$ cat src/rtl/wbu_pkg.sv
// Shared constants and types for the watchpoint/breakpoint comparator.
// Assumes a 32-bit bus and a 5-bit register address in each scan frame.
package wbu_pkg;
    localparam int BUS_W    = 32;
    localparam int REG_AW   = 5;
    localparam int FIELD_AW = 3;
    localparam int FRAME_W  = REG_AW + 1 + BUS_W;

    localparam logic [REG_AW-1:0] RA_CTRL = 5'd0;
    localparam logic [REG_AW-1:0] RA_STAT = 5'd1;

    localparam logic [FIELD_AW-1:0] F_AVAL  = 3'd0;
    localparam logic [FIELD_AW-1:0] F_AMASK = 3'd1;
    localparam logic [FIELD_AW-1:0] F_DVAL  = 3'd2;
    localparam logic [FIELD_AW-1:0] F_DMASK = 3'd3;
    localparam logic [FIELD_AW-1:0] F_UCTL  = 3'd4;

    typedef struct packed {
        logic [BUS_W-1:0] aval;
        logic [BUS_W-1:0] amask;
        logic [BUS_W-1:0] dval;
        logic [BUS_W-1:0] dmask;
        logic             wp;
        logic             en;
    } unit_cfg_t;
endpackage

$ cat src/rtl/wbu_scan_port.sv
// Serial frame register: shifts LSB first, exposes the frame's address and
// value, and on update either signals a write or captures read data.
// Assumes shift and update are never high in the same cycle.
module wbu_scan_port
    import wbu_pkg::*;
(
    input  logic              clk,
    input  logic              rst_n,
    input  logic              shift_en,
    input  logic              ser_in,
    input  logic              update,
    input  logic [BUS_W-1:0]  rd_value,
    output logic              ser_out,
    output logic [REG_AW-1:0] frame_addr,
    output logic              wr_stb,
    output logic [BUS_W-1:0]  wr_value
);
    logic [FRAME_W-1:0] sr;

    // Shift register: update of a read frame loads data, shift moves one bit.
    always_ff @(posedge clk) begin
        if (!rst_n)
            sr <= '0;
        else if (update && !sr[REG_AW])
            sr <= {rd_value, sr[REG_AW:0]};
        else if (shift_en)
            sr <= {ser_in, sr[FRAME_W-1:1]};
    end

    assign frame_addr = sr[REG_AW-1:0];
    assign wr_stb     = update & sr[REG_AW];
    assign wr_value   = sr[FRAME_W-1:REG_AW+1];
    assign ser_out    = sr[0];
endmodule

$ cat src/rtl/wbu_match_unit.sv
// One comparator unit: holds its value/mask/control registers and flags a
// hit when an enabled unit sees a bus cycle of its kind whose unmasked
// address and data bits all agree. Assumes one write strobe per cycle.
module wbu_match_unit
    import wbu_pkg::*;
(
    input  logic                clk,
    input  logic                rst_n,
    input  logic                wr_en,
    input  logic [FIELD_AW-1:0] wr_field,
    input  logic [BUS_W-1:0]    wr_value,
    input  logic                bus_valid,
    input  logic                bus_fetch,
    input  logic [BUS_W-1:0]    bus_addr,
    input  logic [BUS_W-1:0]    bus_data,
    output unit_cfg_t           cfg,
    output logic                hit
);
    logic addr_ok;
    logic data_ok;
    logic kind_ok;

    // Register file of the unit, written field by field from the scan port.
    always_ff @(posedge clk) begin
        if (!rst_n) begin
            cfg <= '0;
        end else if (wr_en) begin
            case (wr_field)
                F_AVAL:  cfg.aval  <= wr_value;
                F_AMASK: cfg.amask <= wr_value;
                F_DVAL:  cfg.dval  <= wr_value;
                F_DMASK: cfg.dmask <= wr_value;
                F_UCTL: begin
                    cfg.en <= wr_value[0];
                    cfg.wp <= wr_value[1];
                end
                default: ;
            endcase
        end
    end

    // Masked compare and cycle-kind selection.
    always_comb begin
        addr_ok = ((bus_addr ^ cfg.aval) & ~cfg.amask) == '0;
        data_ok = ((bus_data ^ cfg.dval) & ~cfg.dmask) == '0;
        kind_ok = cfg.wp ? !bus_fetch : bus_fetch;
        hit     = cfg.en && bus_valid && kind_ok && addr_ok && data_ok;
    end
endmodule

$ cat src/rtl/wbu_req_sync.sv
// Multi-flop synchroniser for the external debug request pin.
// Assumes the pin is held long enough to be seen at the clock.
module wbu_req_sync #(
    parameter int STAGES = 2
) (
    input  logic clk,
    input  logic rst_n,
    input  logic async_in,
    output logic sync_out
);
    logic [STAGES-1:0] chain;

    for (genvar s = 0; s < STAGES; s++) begin : g_stage
        // Stage s of the flop chain.
        always_ff @(posedge clk) begin
            if (!rst_n)
                chain[s] <= 1'b0;
            else
                chain[s] <= (s == 0) ? async_in : chain[(s == 0) ? 0 : s-1];
        end
    end

    assign sync_out = chain[STAGES-1];
endmodule

$ cat src/rtl/wbu_halt_ctrl.sv
// Sticky halt flag and cause bits. A clear and a new event in the same
// cycle leave only the new event recorded.
module wbu_halt_ctrl #(
    parameter int NEV = 3
) (
    input  logic           clk,
    input  logic           rst_n,
    input  logic [NEV-1:0] events,
    input  logic           clr,
    output logic           halt,
    output logic [NEV-1:0] causes
);
    // Record causes and keep halt until cleared.
    always_ff @(posedge clk) begin
        if (!rst_n) begin
            halt   <= 1'b0;
            causes <= '0;
        end else if (clr) begin
            halt   <= |events;
            causes <= events;
        end else begin
            halt   <= halt | (|events);
            causes <= causes | events;
        end
    end
endmodule

$ cat src/rtl/watch_break_unit.sv
// Top of the debug comparator: scan port, N comparator units, request
// synchroniser and halt/status logic. Assumes the units fit the address map
// at 8*(k+1), so N_UNITS is at most 3 with a 5-bit register address.
module watch_break_unit
    import wbu_pkg::*;
#(
    parameter int N_UNITS     = 2,
    parameter int SYNC_STAGES = 2
) (
    input  logic             clk,
    input  logic             rst_n,
    input  logic             scan_shift,
    input  logic             scan_in,
    input  logic             scan_update,
    output logic             scan_out,
    input  logic             bus_valid,
    input  logic             bus_fetch,
    input  logic [BUS_W-1:0] bus_addr,
    input  logic [BUS_W-1:0] bus_data,
    input  logic             dbg_req,
    output logic             halt
);
    localparam int NEV = N_UNITS + 1;
    localparam int UW  = REG_AW - FIELD_AW;

    logic [REG_AW-1:0] frame_addr;
    logic              wr_stb;
    logic [BUS_W-1:0]  wr_value;
    logic [BUS_W-1:0]  rd_value;
    unit_cfg_t         cfgs [N_UNITS];
    logic [N_UNITS-1:0] hits;
    logic [N_UNITS-1:0] unit_en;
    logic [N_UNITS-1:0] unit_wp;
    logic              req_sync;
    logic [NEV-1:0]    events;
    logic [NEV-1:0]    status;
    logic              ctrl_clr;

    wbu_scan_port u_scan (
        .clk        (clk),
        .rst_n      (rst_n),
        .shift_en   (scan_shift),
        .ser_in     (scan_in),
        .update     (scan_update),
        .rd_value   (rd_value),
        .ser_out    (scan_out),
        .frame_addr (frame_addr),
        .wr_stb     (wr_stb),
        .wr_value   (wr_value)
    );

    for (genvar k = 0; k < N_UNITS; k++) begin : g_unit
        logic sel;
        assign sel = wr_stb && (frame_addr[REG_AW-1:FIELD_AW] == UW'(k + 1));

        wbu_match_unit u_match (
            .clk       (clk),
            .rst_n     (rst_n),
            .wr_en     (sel),
            .wr_field  (frame_addr[FIELD_AW-1:0]),
            .wr_value  (wr_value),
            .bus_valid (bus_valid),
            .bus_fetch (bus_fetch),
            .bus_addr  (bus_addr),
            .bus_data  (bus_data),
            .cfg       (cfgs[k]),
            .hit       (hits[k])
        );

        assign unit_en[k] = cfgs[k].en;
        assign unit_wp[k] = cfgs[k].wp;
    end

    wbu_req_sync #(.STAGES(SYNC_STAGES)) u_sync (
        .clk      (clk),
        .rst_n    (rst_n),
        .async_in (dbg_req),
        .sync_out (req_sync)
    );

    assign events   = {req_sync, hits};
    assign ctrl_clr = wr_stb && (frame_addr == RA_CTRL);

    wbu_halt_ctrl #(.NEV(NEV)) u_halt (
        .clk    (clk),
        .rst_n  (rst_n),
        .events (events),
        .clr    (ctrl_clr),
        .halt   (halt),
        .causes (status)
    );

    // Read-back multiplexer for the addressed register.
    always_comb begin
        rd_value = '0;
        if (frame_addr == RA_CTRL || frame_addr == RA_STAT) begin
            rd_value[NEV-1:0] = status;
            rd_value[NEV]     = halt;
        end
        for (int k = 0; k < N_UNITS; k++) begin
            if (frame_addr[REG_AW-1:FIELD_AW] == UW'(k + 1)) begin
                case (frame_addr[FIELD_AW-1:0])
                    F_AVAL:  rd_value = cfgs[k].aval;
                    F_AMASK: rd_value = cfgs[k].amask;
                    F_DVAL:  rd_value = cfgs[k].dval;
                    F_DMASK: rd_value = cfgs[k].dmask;
                    F_UCTL:  rd_value = {{(BUS_W-2){1'b0}}, cfgs[k].wp, cfgs[k].en};
                    default: rd_value = '0;
                endcase
            end
        end
    end
endmodule

$ cat config.mk
export PLATFORM = sky130hd
export DESIGN_NAME = watch_break_unit
export DESIGN_NICKNAME = d
export VERILOG_FILES = /design/src/rtl/wbu_pkg.sv /design/src/rtl/wbu_scan_port.sv /design/src/rtl/wbu_match_unit.sv /design/src/rtl/wbu_req_sync.sv /design/src/rtl/wbu_halt_ctrl.sv /design/src/rtl/watch_break_unit.sv
export SDC_FILE = /design/constraint.sdc
export NUM_CORES = 1
export LEC_CHECK = 0
export ABC_AREA = 1
export ABC_CLOCK_PERIOD_IN_PS = 1500
export BUFFER_PORTS_ARGS = -buffer_cell sky130_fd_sc_hd__buf_2
export CAP_MARGIN = 0
export CORE_UTILIZATION = 44
export DETAILED_ROUTE_END_ITERATION = 10
export PLACE_DENSITY = 0.6
export SLEW_MARGIN = 20
export SYNTH_ARGS = -nofsm -noshare
export SYNTH_HDL_FRONTEND = slang
export SYNTH_SLANG_ARGS = --single-unit
$ cat constraint.sdc
create_clock -name clk -period 1.5 [get_ports clk]
set_clock_uncertainty 0.05 [all_clocks]
set_input_delay 0.3 -clock clk [delete_from_list [all_inputs] [get_ports clk]]
set_output_delay 0.3 -clock clk [all_outputs]
set_load 0.05 [all_outputs]
After elaboration in Yosys (flattened, before gate mapping)
Index checks and enable logic that the tools add are counted.
Widths: inputs -> output; s select.
{ "op_classes": {"n_reduce_logical": 34, "eq_ne": 7, "n_mux": 11, "bitwise": 16} }
{ "ops": {"columns": ["operator", "n"], "rows": [
  ["$pmux 32 s5", 2],
  ["$and 32x32->32", 4],
  ["$logic_not 32->1", 4],
  ["$not 32->32", 4],
  ["$xor 32x32->32", 4],
  ["$mux 38", 2],
  ["$mux 32", 2],
  ["$reduce_and 2->1", 11],
  ["$logic_and 1x1->1", 12],
  ["$eq 3x2->1 const B", 2],
  ["$eq 5x1->1 const B", 1],
  ["$logic_not 5->1", 1],
  ["$mux 4", 1],
  ["$eq 3x1->1 const B", 1],
  ["$eq 3x3->1 const B", 1],
  ["$logic_not 3->1", 1],
  ["$mux 1", 3],
  ["$mux 3", 1],
  ["$or 3x3->3", 1],
  ["$reduce_or 3->1", 1],
  ["$eq 2x1->1 const B", 1],
  ["$eq 2x2->1 const B", 1],
  ["$logic_not 1->1", 2],
  ["$reduce_bool 2->1", 1],
  ["4 further kinds", 4]
]} }
{ "totals": {"inputBits": 72, "wordCells": 86, "reg_bits": 304, "output_inout_bits": 2} }

Longest topological paths before layout
Gate-level depths: netlist (run 1).
{ "depth": {"depth_word": 8, "ltp_mapped": 11, "mapped_depth_nobuf": 11} }

Cells and area by module
Synthesis (run 1) repeated with hierarchy kept, for this count alone.
{ "hier_totals": {"cells_unflattened": 2641, "area_unflattened_um2": 16299.4} }
{ "modules_own_cells": {"columns": ["mod", "area_per_inst_um2", "seq_area_each_um2", "instances", "cells_per_inst"], "rows": [
  ["wbu_match_unit", 5804.3, 2602.5, 2, 862],
  ["wbu_scan_port", 2399.8, 760.7, 1, 407],
  ["watch_break_unit", 2098.3, 0.0, 1, 486],
  ["wbu_halt_ctrl", 137.6, 80.1, 1, 18],
  ["wbu_req_sync", 55.1, 40.0, 1, 6]
]} }

Worst setup path after synthesis (run 1)
No wires, ideal clock.
{ "synth_timing": {"path_kind": "flip-flop to flip-flop", "from": "register u_scan.sr[0]", "to": "register u_scan.sr[26]", "slack_ns": -0.500, "path_buffers": 1, "synth_period_minus_slack_ns": 2.000, "path_stages_with_launch": 10, "t_arrival_ns": 1.885, "required_time_ns": 1.385, "setup_ns": 0.065, "cell_sequence": "dfxtp_1 nand3_2 inv_2 clkbuf_1 nand2_1 nand3_1 a21oi_1 o21ai_0 a21oi_1 nor2_1"} }
{ "synth_via": {"elab_chain_cells": 5, "elab_cells_between_ends": 10, "cone_classes": "eq/ne (4); mux (5); reduce/logical (1)"} }
{ "synth_rtl": {"columns": ["item", "line", "text"], "rows": [
  ["from (decl)", "wbu_scan_port.sv:18", "logic [FRAME_W-1:0] sr;"],
  ["from (signal assigned)", "wbu_scan_port.sv:25", "sr <= {rd_value, sr[REG_AW:0]};"],
  ["from (signal assigned)", "wbu_scan_port.sv:27", "sr <= {ser_in, sr[FRAME_W-1:1]};"],
  ["$eq 3x3->1 (tied with other cells)", "watch_break_unit.sv:102", "case (frame_addr[FIELD_AW-1:0])"],
  ["$pmux 32 s5", "watch_break_unit.sv:102", null],
  ["$mux 32", "watch_break_unit.sv:101", "if (frame_addr[REG_AW-1:FIELD_AW] == UW'(k + 1)) begin"],
  ["$mux 32 *", "watch_break_unit.sv:101", null],
  ["$mux 38 *", "wbu_scan_port.sv:24", "else if (update && !sr[REG_AW])"]
]} }
Mark *: on every way between the ends. The rest lies on a longest branch, timed or not.
A chain may end at the register's enable or synchronous reset.

Worst setup path in the final report (run 1)
{ "layout_timing": {"from": "register u_scan.sr[2]", "to": "register g_unit[0].u_match.cfg[73] (netlist bit)"} }
{ "layout_via": {"elab_chain_cells": 2} }
{ "layout_rtl": {"columns": ["item", "line", "text"], "rows": [
  ["$eq 3x1->1", "wbu_match_unit.sv:28", "case (wr_field)"],
  ["$reduce_and 2->1 (no line)", null, null],
  ["to (decl)", "wbu_match_unit.sv:16", "output unit_cfg_t cfg,"]
]} }
Every way passes these cells.

==> results of run 1 <==
==> synthesized netlist by cell type <==
cell type  number
nor2_2          6
clkbuf_1       83
o22ai_1        32
buf_2          36
clkinv_1       31
clkbuf_2        4
nand3_1        53
nand4_1        35
nand3_2         1
dfxtp_1       304
xnor2_1         8
nor2_1        185
o21ai_0       309
o2111ai_1       7
or2_2           9
o21ai_1        33
inv_1         110
o211ai_1        2
a21oi_1       363
nor3_4          1
o21bai_1        1
inv_2           7
buf_1           2
nand2_1       490
nand3b_1       20
nor3_1          1
nor2_4          5
==> state kept, by name (all words and copies together) (netlist names) <==
register and flops:
g_unit.u_match.cfg 260, u_halt.causes 3, u_halt.halt 1, u_scan.sr 38
u_sync.chain 1, u_sync.sync_out 1
==> kinds of logic (layout without fill, tap and decap cells) <==
kind of cell	count (synthesis)	count (layout)
and+or+nand+nor	806	806
AOI/OAI and AO/OA	747	747
xor gates and xnor gates	8	8
other	0	2
buffers and inverters	273	572
DFF	304	304
==> worst reg2reg max path, delay by kind of cell (launching register included) <==
kind,cells,cell delay [ns]
simple gates,2,0.41
flops,1,0.32
buf+inv,5,0.75
compound gates,2,0.26
==> cell type report <==
cell class | instances | area, um2
clock inverter | 3 | 18.8
fill | 2763 | 11300
multi-input combinational | 1561 | 8150
inverter | 148 | 577
tap | 435 | 544
antenna | 2 | 5.00
sequential | 304 | 6120
timing repair buffer | 364 | 4130
clock buffer | 57 | 1050
==> per-stage QoR <==
step	total power [uW]	area [um2]
3_5_place_dp	10000	16800
6_report	18700	20600
4_1_cts	18200	18400
3_3_place_gp	9990	16800
2_1_floorplan	9050	14600
5_1_grt	19100	20600
==> metal layers <==
metal	routed length [um]	share of wire
met5	11	0.00017
met4	4650	0.070
met3	8140	0.12
met2	28400	0.43
met1	25500	0.38
==> power breakdown <==
group / switching [uW] / internal, uW
clock network: 3490 / 4780
logic: 1360 / 873
registers: 43.7 / 8120
total: 4890 / 13800
==> worst paths after layout <==
kind,startpoint,endpoint,cells past startpoint
worst max-delay path,u_scan.sr[2],g_unit[0].u_match.cfg[73],9
worst min-delay path,rst_n,g_unit[1].u_match.cfg[86],3
worst max register to register,u_scan.sr[2],g_unit[0].u_match.cfg[73],9
worst min register to register,u_scan.sr[9],g_unit[1].u_match.cfg[101],2
==> what timing repair did <==
| item | in CTS | in global routing |
|---|---|---|
| gates cloned | 8 | 38 |
| hold buffers | 1 | 0 |
| endpoints found under the hold margin | 1 | 0 |
| setup endpoints to repair | 292 | 297 |
| pin swaps | 18 | 129 |
| setup buffers | 15 | 39 |
| resized for setup | 95 | 339 |
==> results.txt, run 1 <==
- Along the worst path, the maximum fanout reaches 9.
- The die covers ~0.033 mm2.
- Arr. time, crit path: ~2.3 ns
- The detailed router finished its first iteration with 2487 violations.
* Commonest non-fill, non-tap cell in the layout: nand2_1
- Placement Setup Slack: -0.400 ns
* Peak-usage layer in the global routing report: met2
- CTS H-tree lvls: 2
- For this run, global-route usage on met2 was measured as 0.533.
* Syn. warnings: 0
* Outcome: finished with violations
* Final routed wirelength across all metal layers: 66700 um
* Number of instances in the synthesized netlist: approximately 2100
- Total of endpoints with negative setup slack in the final report: 294
- Synth top area share: 0.423
* Routed length per instance: 23.2 um
* Vias per cell: between 5 and 6
- Category of the worst setup path capture point: register
- Combinational family with the most area after synthesis: compound AO/OA/AOI/OAI gates
- Summed over all instances, the cell type with the most area after synthesis is dfxtp_1.
- In this run the tightest slew margin relative to its limit is 0.625.
- In this run the power density over the cells is about 910 mW/mm2.
* Shortest clock period the worst path allows after layout: roughly 1.9 ns
- Compared with the post-synthesis result, the final layout area differs by 43.1%.
- Number of global-route vias before repair: 14400
* Reported leakage power: ~0.0083 uW
- Among cell families on the critical path, the largest total delay comes from buffers and inverters.
* Post-route setup slack: -0.370 ns
- Across all layers, the routed design uses between 15000 and 20000 vias.
* Number of flip-flops and latches in the synthesized netlist: 304
- At the end of routability-driven placement, the weighted congestion stood at ~0.93.
* Share of synthesized area spent on multiplexers: 0
* First-pass iteration count of the detailed router: 6
* Wire length of the first global-routing pass: roughly 84000 um
- Post-synthesis compound-gate area fraction: 0.265
- GR Util met3: 0.0622
* Final design utilization: 0.646
- In this run the clock root is driven by a clkbuf_16.
* Antenna violations before repair: 3
- Final Hold Viols: 0
* Pin count of the biggest net entering global routing: between 90 and 100
* Remaining Overflow, GRT: 0
- Clk pin slew, worst setup/hold paths: approximately 0.060 ns
- Inserted Clock Buffers: 36
- Core area: 0.0319 mm2
* All-Layer GR Usage: 0.329
* Floorplan die height: 183 um
* Crit-path cells: buf_6 -> nor3_4 -> buf_4 -> inv_4 -> nor2_4 -> buf_12 -> clkbuf_16 -> o21ai_0 -> a21oi_1
- Placed Cells incl. Taps: 2717
- Initial core utilization: 0.451
* Max Slew Vio Count: 0
- Leading post-synthesis cells by cell area: dfxtp_1 42%, nand2_1 13%, a21oi_1 13%
- Worst reg-to-reg setup slack: -0.37 ns
* CTS Sinks: 304
- The synthesized netlist occupies a cell area of around 0.014 mm2.
* Crit path max-delay cell type: dfxtp_2
- Final ANT Viol Nets: 0
- The final reports fail on negative setup slack.
* Unrepaired setup endpoints after global routing: yes
- The largest single stage delay on the critical path is about 0.32 ns.
* Sequential fraction of the synthesis area: 0.423
- Leaving out fill and tap cells, the most frequent cells in the layout are 442 x nand2_1, 285 x dfxtp_1, 284 x a21oi_1, 216 x o21ai_0, 164 x nor2_1.
* Mean instance size in the synthesized netlist: slightly below 7 um2
- Standard-cell row count: 65
* Setup TNS: -60.07 ns
* Distinct cells, synth: 27
- Counting along the longest clock path gives a buffer depth of 3.
- Xor/xnor cell area share of the yosys netlist: 0.00487
- TritonCTS built the clock tree.
- HPWL Detailed: roughly 36000 um
* CP Buf/Inv Count: 5
- Hold is met by ~0.033 ns.
- The critical path is of the reg2reg type.
* Part of the cycle the worst path needs: 1.25
* Adder and majority cell fraction of the synthesized area: 0
- Post-Layout Cell Count: 2874
- # Max-Cap Violations: 0
- Pin placement for this block handled 74 I/O pins.
- VDD sags by at most 0.000911 V.
* Required time at the endpoint of the critical path: around 1.9 ns
- At the later pin of the worst-skew pair, clock insertion delay measures around 0.52 ns.
* Least-Margin Pin Slew: around 0.56 ns
- Post-synthesis net count: between 2000 and 2500
* Proportion of layout cells with a drive suffix above 1: 0.273
- For this run, design rule violations remaining after detail routing come to 0.
* Simple-gate share of the synthesized area: 0.233
* M1 GR Usage: 0.432
- The floorplan step set the die width to 183 um.
- The worst hold path belongs to the class in2reg.
- Net count reported at finish: ~2500
- Input and output buffers added on the ports amount to between 70 and 80.
- STA classifies the critical path startpoint as a register.
- Derived from the worst setup path, the maximum achievable clock frequency is 535 MHz.
(Power assumes the default switching activity.)
==> run 2, diff against run 1 <==
--- a/config.mk
+++ b/config.mk
@@ -11,6 +11,7 @@
 export CAP_MARGIN = 0
 export CORE_UTILIZATION = 44
 export DETAILED_ROUTE_END_ITERATION = 10
+export MAX_ROUTING_LAYER = met4
 export PLACE_DENSITY = 0.6
 export SLEW_MARGIN = 20
 export SYNTH_ARGS = -nofsm -noshare
==> results.txt, run 2 (synthesis results as in run 1) <==
* Switching portion of total power: 0.255 (-0.00718)
- Crit-path cells: inv_4 -> nor3_4 -> buf_12 -> inv_8 -> nor2_4 -> buf_12 -> clkbuf_16 -> o21ai_0 -> a21oi_1
* IO Pins: 74 (unchanged)
- Least-Margin Pin Slew: 0.572 ns (+0.00974 ns)
- Required time at the endpoint of the critical path: 1.88 ns (-0.02 ns)
- The final hold violation count is 0 (unchanged).
- PD cells: 954 mW/mm2 (+5.3%)
* P&R area growth vs syn: 35.0%
- Internal Pwr Total: 13800 uW (+0.35%)
- Proportion of layout cells with a drive suffix above 1: 0.207 (-0.0665)
- Setup Crit Path Kind: reg2reg
- First-pass iteration count of the detailed router: 6 (unchanged)
- In the layout the commonest cells are 472 x nand2_1, 345 x a21oi_1, 293 x dfxtp_1, 235 x o21ai_0, 174 x nor2_1.
* Top delay family on crit path: buffers and inverters
* Arr. time, crit path: 2.21 ns (-0.06 ns)
- The width of the die is 183 um (unchanged).
- STA classifies the critical path endpoint as a register.
* Type of element launching the critical path: register
- GR Util met3: 0.0548 (-0.00735)
* Number of buffers on the longest clock path: 3 (unchanged)
- Setup TNS: -41.97 ns (+18.10 ns)
- The ratio of final minimum period to clock period was 1.22 (-0.0233).
- In this design, the critical path's most frequently occurring cell is buf_12.
* All-Layer GR Usage: 0.334 (+0.00490)
- Quantity of I/O buffers inserted on ports: 73 (unchanged)
- The post-route core utilization is 0.609 (-0.0365).
* Register with the highest flop count: g_unit.u_match.cfg
- Total of endpoints with negative setup slack in the final report: 295 (+0.34%)
* M1 GR Usage: 0.441 (+0.00935)
- Final routed wirelength across all metal layers: 60400 um (-9.4%)
- The number of global-route vias before repair came to 14400 (+0.29%).
- The remaining global-route overflow was 0 (unchanged).
* Crit path max-delay cell type: dfxtp_4
* Failing checks: negative setup slack
- Relative slew margins: 0.619 (-0.00649)
* Core area: 0.0319 mm2 (unchanged)
- The biggest cell delay along the critical path came to 0.39 ns (+0.07 ns).
* Part of the total power dissipated in sequential elements: 0.440 (+0.003)
- CTS Sinks: 304 (unchanged)
* Met2 global-route usage: 0.507 (-0.0252)
- The deepest level of the CTS H-tree is 2 (unchanged).
- Share of power burned in combinational logic: 0.114 (-0.005)
- Vias per cell: 5.76 (-3.5%)
- CTS tree: done
- Final ANT Viol Nets: 0 (unchanged)
- The clock transition at the register clock pins on the worst setup and hold paths after CTS was 0.06 ns (about the same).
- Wire length of the first global-routing pass: 82900 um (-1.8%)
- Max Slew Vio Count: 0 (unchanged)
- Share of power burned in the clock network: 0.445 (+0.002)
- The combined buffer and inverter count along the critical path is 5 (unchanged).
- Clock network latency to the later pin of the worst-skew pair: 0.52 ns (about the same)
* Initial core utilization: 0.451 (unchanged)
- Post-route setup slack: -0.335 ns (+0.0349 ns)
- The final period demand of the worst path was 1.84 ns (-0.0349 ns).
* Post-route DRC: 0 (unchanged)
- The post-layout instance area is 0.0194 mm2 (-5.7%).
- Max FFs per register: 260 (unchanged)
- Starting DRC count in detailed routing: 2033 (-18%)
- Critical Path Fanout Max: 9 (unchanged)
- The final HPWL from detailed placement came to 35300 um (-0.84%).
- The area of the die is 0.0334 mm2 (unchanged).
- Pin count of the biggest net entering global routing: 102 (+9.7%)
* Reported leakage power: 0.00788 uW (-4.8%)
* Floorplan die height: 183 um (unchanged)
- The number of max-cap violations came to 0 (unchanged).
- The instance area after placement was 0.0168 mm2 (+0.13%).
* Antenna violations before repair: 1 (-2)
- Setup repair after global routing could not meet its margin everywhere.
* Commonest non-fill, non-tap cell in the layout: nand2_1
* GP Congestion: 0.966 (+3.6%)
- The tree is rooted in a clkbuf_16.
* Max rail drop VDD: 0.000925 V (+1.6%)
- The number of nets in the finished design is 2451 (-1.4%).
- The maximum operating frequency was 545 MHz (+1.9%).
- Overall via count from detail_route: 16300 (-4.8%)
* Placement Setup Slack: -0.407 ns (-0.00723 ns)
- The cell row count is 65 (unchanged).
* Peak-usage layer in the global routing report: met2
* Largest registers: g_unit.u_match.cfg x260, u_scan.sr x38, u_halt.causes x3
* Inserted Clock Buffers: 36 (unchanged)
- Outcome: finished with violations
* Routed length per instance: 21.3 um (-8.2%)
- Type of the most critical hold path: in2reg
* Reported net switching power: 4720 uW (-3.3%)
-- run 2: changes by cell type in the layout (fill, tap and decap cells not counted), sizes merged --
| cell | before | now |
|---|---|---|
| buf | 333 | 313 |
| bufbuf | 0 | 1 |
| clkbuf | 87 | 68 |
| clkinvlp | 1 | 0 |
| inv | 116 | 117 |
-- run 2: through the flow --
stage          hold WS (ns)  total power [uW]  std cells
6_report             0.0493             18500       2836
5_1_grt              0.0455             19000       2835
4_1_cts              0.0331             18400       2796
3_5_place_dp          0.417             10000       2720
3_3_place_gp          0.419             10000       2720
2_1_floorplan         0.340              9050       2138
-- run 2: power by group through the flow --
stage / Clock (uW) / Combinational (uW) / Sequential, uW
after floorplan: 0 / 715 / 8340
after global placement: 0 / 1680 / 8340
after detailed placement: 0 / 1690 / 8340
after CTS: 8280 / 1960 / 8160
after global routing: 8650 / 2200 / 8160
final: 8260 / 2120 / 8160
-- run 2: final timing paths --
| check | start | to | slack (ns) | cells after the start |
|---|---|---|---|---|
| max | u_scan.sr[1] | g_unit[0].u_match.cfg[61] | -0.34 | 9 |
| min | rst_n | g_unit[0].u_match.cfg[54] | 0.05 | 3 |
| max reg2reg | u_scan.sr[1] | g_unit[0].u_match.cfg[61] | -0.34 | 9 |
| min reg2reg | u_halt.causes[2] | u_halt.causes[2] | 0.44 | 2 |
-- run 2: layout make-up --
| cell class | instances | area (um2) |
|---|---|---|
| Fill cell | 2947 | 12500 |
| Timing Repair Buffer | 328 | 3460 |
| Multi-Input combinational cell | 1561 | 7650 |
| Inverter | 148 | 578 |
| Sequential cell | 304 | 6110 |
| Clock inverter | 3 | 18.8 |
| Antenna cell | 2 | 5.00 |
| Clock buffer | 55 | 1060 |
| Tap cell | 435 | 544 |
-- run 2: what timing repair did --
action,CTS,global route
pin swaps,37,40
hold buffers,1,0
resized for setup,121,131
gates cloned,8,16
setup endpoints to repair,293,294
setup buffers,10,24
hold endpoints to repair,1,0
-- run 2: layer usage --
layer | up-vias | wire, um
met4 | 0 | 2840
met1 | 7646 | 25000
met3 | 192 | 6150
li1 | 7678 | -
met5 | - | 0
met2 | 831 | 26400
-- run 2: worst reg2reg max path: cells and delay by family, from the launching register on --
kind	cells	cell delay (ns)
DFF	1	0.39
and+or+nand+nor	2	0.35
AOI/OAI and AO/OA	2	0.29
buffers and inverters	5	0.67
==> run 3, diff against run 2 <==
--- a/config.mk
+++ b/config.mk
@@ -5,14 +5,13 @@
 export SDC_FILE = /design/constraint.sdc
 export NUM_CORES = 1
 export LEC_CHECK = 0
-export ABC_AREA = 1
 export ABC_CLOCK_PERIOD_IN_PS = 1500
 export BUFFER_PORTS_ARGS = -buffer_cell sky130_fd_sc_hd__buf_2
 export CAP_MARGIN = 0
-export CORE_UTILIZATION = 44
+export CORE_UTILIZATION = 35
 export DETAILED_ROUTE_END_ITERATION = 10
 export MAX_ROUTING_LAYER = met4
-export PLACE_DENSITY = 0.6
+export PLACE_DENSITY = 0.49
 export SLEW_MARGIN = 20
 export SYNTH_ARGS = -nofsm -noshare
 export SYNTH_HDL_FRONTEND = slang
==> results.txt, run 3 <==
- Outcome: finished with violations
- Failing checks: negative setup slack
- The width of the die came to 204 um (+12%).
* Final ANT Viol Nets: 0 (unchanged)
- Final Hold Viols: 0 (unchanged)
* Max frequency: 531 MHz (-2.5%)
- The clock insertion delay at the later pin of the skew report is 0.56 ns (+0.04 ns).
- The total power per unit cell area is 845 mW/mm2 (-11%).
- Clock tree synthesis selected as its root buffer the cell clkbuf_16.
- Critical Path Fanout Max: 11 (+2)
- Number of buffers on the longest clock path: 3 (unchanged)
- The overall routing resource usage is 0.329 (-0.00540).
- Part of the cycle the worst path needs: 1.26 (+0.0315)
- Synth top area share: 0.426 (+0.00296)
- Sorting the synthesized cells by area gives the leading types as dfxtp_1 43%, nand2_1 14%, a21oi_1 12%.
- Relative to the synthesized area, the layout overhead comes to 56.9%.
* Core area: 0.0400 mm2 (+25%)
- Vias per cell: 5.72 (-0.85%)
- The summed negative setup slack over all endpoints came to -64.78 ns (-22.81 ns).
- Number of instances in the synthesized netlist: 1841 (-14%)
- Routed length per instance: 25.8 um (+21%)
- The count of inserted antenna diode cells was 0 (-2).
- Syn. warnings: 0 (unchanged)
- Leaving out fill and tap cells, the most frequent cell in the layout is nand2_1.
* Quantity of I/O buffers inserted on ports: 73 (unchanged)
- Floorplan die height: 204 um (+12%)
- The number of library cell types mapped by synthesis is 38 (+41%).
- The worst setup path is captured at a register.
- The average footprint of a synthesized cell was 7.76 um2 (+15%).
- Biggest area consumer among synthesized cells: dfxtp_1
* Endpoint of the worst hold-timing path: u_scan.sr[37]
- The first-pass GRT wire length came to 97300 um (+17%).
- The leakage power figure was 0.00828 uW (+5.1%).
- g_unit.u_match.cfg holds more flip-flops than any other register.
* Net count reported at finish: 2294 (-6.4%)
- Total chip power: 19000 uW (+2.2%)
- # Max-Cap Violations: 0 (unchanged)
- The final period demand of the worst path came to 1.88 ns (+0.0472 ns).
- TritonCTS built the clock tree.
* Max FFs per register: 260 (unchanged)
- Worst reg-to-reg setup slack: -0.38 ns (-0.05 ns)
- The number of register bits inferred by synthesis is 304 (unchanged).
- Setup Crit Path Kind: reg2reg
* Least-Margin Pin Slew: 0.731 ns (+0.159 ns)
- The cell row count is 73 (+12%).
- The area of the die was 0.0416 mm2 (+25%).
* Type of the most critical hold path: in2reg
- After synthesis, the most frequently instantiated cells are 537 x nand2_1, 329 x a21oi_1, 304 x dfxtp_1, 128 x xnor2_1, 117 x a22oi_1.
* Final routed wirelength across all metal layers: 71500 um (+18%)
- The post-placement setup slack was -0.795 ns (-0.388 ns).
- The worst setup path is launched from a register.
- Setup repair after global routing could not meet its margin everywhere.
* Number of global-route vias before repair: 14800 (+2.7%)
* Overall via count from detail_route: 15900 (-3.0%)
* CTS Sinks: 304 (unchanged)
- The clock transition at the register clock pins on the worst setup and hold paths after CTS was 0.06 ns (about the same).
* Count leader, synth: nand2_1
- Largest registers: g_unit.u_match.cfg x260, u_scan.sr x38, u_halt.causes x3
- CTS H-tree lvls: 2 (unchanged)
* Critical hold path startpoint: scan_in
* Required time at the endpoint of the critical path: 1.94 ns (+0.06 ns)
- The number of DRC violations after detailed-routing iteration 0 came to 1869 (-8.1%).
- Relative slew margins: 0.512 (-0.107)
- The count of flip-flops with a built-in enable after synthesis is 0 (unchanged).
- Worst-case reg-to-reg path depth: 8 (-1)
- The post-synthesis net count was 1913 (-13%).
- Post-route setup slack: -0.383 ns (-0.0472 ns)
- The remaining global-route overflow came to 0 (unchanged).
* Pin count of the biggest net entering global routing: 45 (-56%)
* First-pass iteration count of the detailed router: 6 (unchanged)
- Worst slack on hold paths: 0.0916 ns (+0.0423 ns)
* Arr. time, crit path: 2.32 ns (+0.11 ns)
- The final RePlAce weighted congestion was 0.991 (+2.7%).
* Sequential fraction of the synthesis area: 0.426 (+0.00296)
- Initial core utilization: 0.357 (-0.0942)
* Origin of the critical flop-to-flop path: u_scan.sr[2]
- Total of endpoints with negative setup slack in the final report: 293 (-0.68%)
- IO Pins: 74 (unchanged)
* Async set-reset flop share out of synthesis: 0 (unchanged)
- The fraction of layout instances using a drive strength above 1 was 0.406 (+0.199).
- For this run, the leading register cell type out of synthesis is dfxtp_1.
- The largest voltage drop on the vdd net is 0.000829 V (-10%).
- Depth of the worst hold-timing path: 3 (unchanged)
* Antenna violations before repair: 1 (unchanged)
- Layout filler cell count: 3593 (+22%)
- The endpoint identified for the worst register-to-register timing path is g_unit[1].u_match.cfg[39].
* Commonest cells after routing, fill and taps aside: 436 x nand2_1, 313 x buf_4, 284 x dfxtp_1, 235 x a21oi_1, 100 x xnor2_1
- Max Slew Vio Count: 0 (unchanged)
- The number of clock buffers inserted by TritonCTS was 37 (+2.8%).
- Post-route DRC: 0 (unchanged)
- The mapped cell area came to 0.0143 mm2 (-0.70%).
- HPWL Detailed: 44000 um (+25%)
-- run 3: area by class of cell --
| cell class | instances | area [um2] | area share |
|---|---|---|---|
| clock inverters | 12 | 114 | 0.00508 |
| multi-input cells | 1373 | 9330 | 0.416 |
| inverters | 3 | 18.8 | 0.000837 |
| flip-flops and latches | 304 | 6120 | 0.273 |
| repair buffers | 503 | 5090 | 0.227 |
| well taps | 525 | 657 | 0.0293 |
| clock buffers | 55 | 1100 | 0.0489 |
-- run 3: power breakdown --
group | internal, uW | switching [uW]
Combinational | 617 | 836
Clock | 5410 | 3770
Sequential | 8130 | 194
Total | 14200 | 4800
-- run 3: worst max-delay path by stage --
stage | startpoint | end | slack [ns] | cells after the start
after floorplan | u_scan.sr[0] | u_scan.sr[9] | -0.17 | 5
after global placement | bus_data[23] | u_halt.halt | -0.83 | 7
after detailed placement | bus_data[23] | u_halt.halt | -0.79 | 7
after CTS | u_scan.sr[2] | u_scan.sr[22] | -0.25 | 8
after global routing | u_scan.sr[2] | g_unit[1].u_match.cfg[36] | -0.41 | 8
final | u_scan.sr[2] | g_unit[1].u_match.cfg[39] | -0.38 | 8
-- run 3: metal layers --
layer  up-vias  GRT usage  share of wire
li1       7146          -              -
met1      7683      0.426           0.41
met2       831      0.506           0.45
met3       200     0.0505          0.089
met4         0      0.140          0.046
met5         -          -              0
-- run 3: kinds of logic after synthesis --
kind of cell              after synthesis  synth area share
xor gates and xnor gates              130            0.0797
and+or+nand+nor                       647             0.182
buffers and inverters                 164            0.0536
AOI/OAI and AO/OA                     556             0.229
muxes                                  40            0.0298
DFF                                   304             0.426
-- run 3: per-stage QoR --
stage          instances  area [um2]  utilization
4_1_cts             2741       20500        0.512
3_3_place_gp        2648       18300        0.456
2_1_floorplan       1841       14700            -
5_1_grt             2775       22400        0.561
3_5_place_dp        2648       18300        0.456
6_report            2775       22400        0.561
-- run 3: what timing repair did --
item	4_1_cts	5_1_grt
hold buffers	1	0
gates resized for setup	134	314
endpoints found under the hold margin	1	0
gates cloned	9	19
setup buffers	16	15
endpoints found under the setup margin	295	301
pin swaps	68	165
-- run 3: worst max-delay path, stage by stage, from the launching register on --
cell and delay [ns]:
dfxtp_4 0.39, buf_12 0.14, or3b_4 0.42, nor2_4 0.18, buf_12 0.13, buf_12 0.10, clkbuf_16 0.18, nand2_1 0.07
a21oi_1 0.14
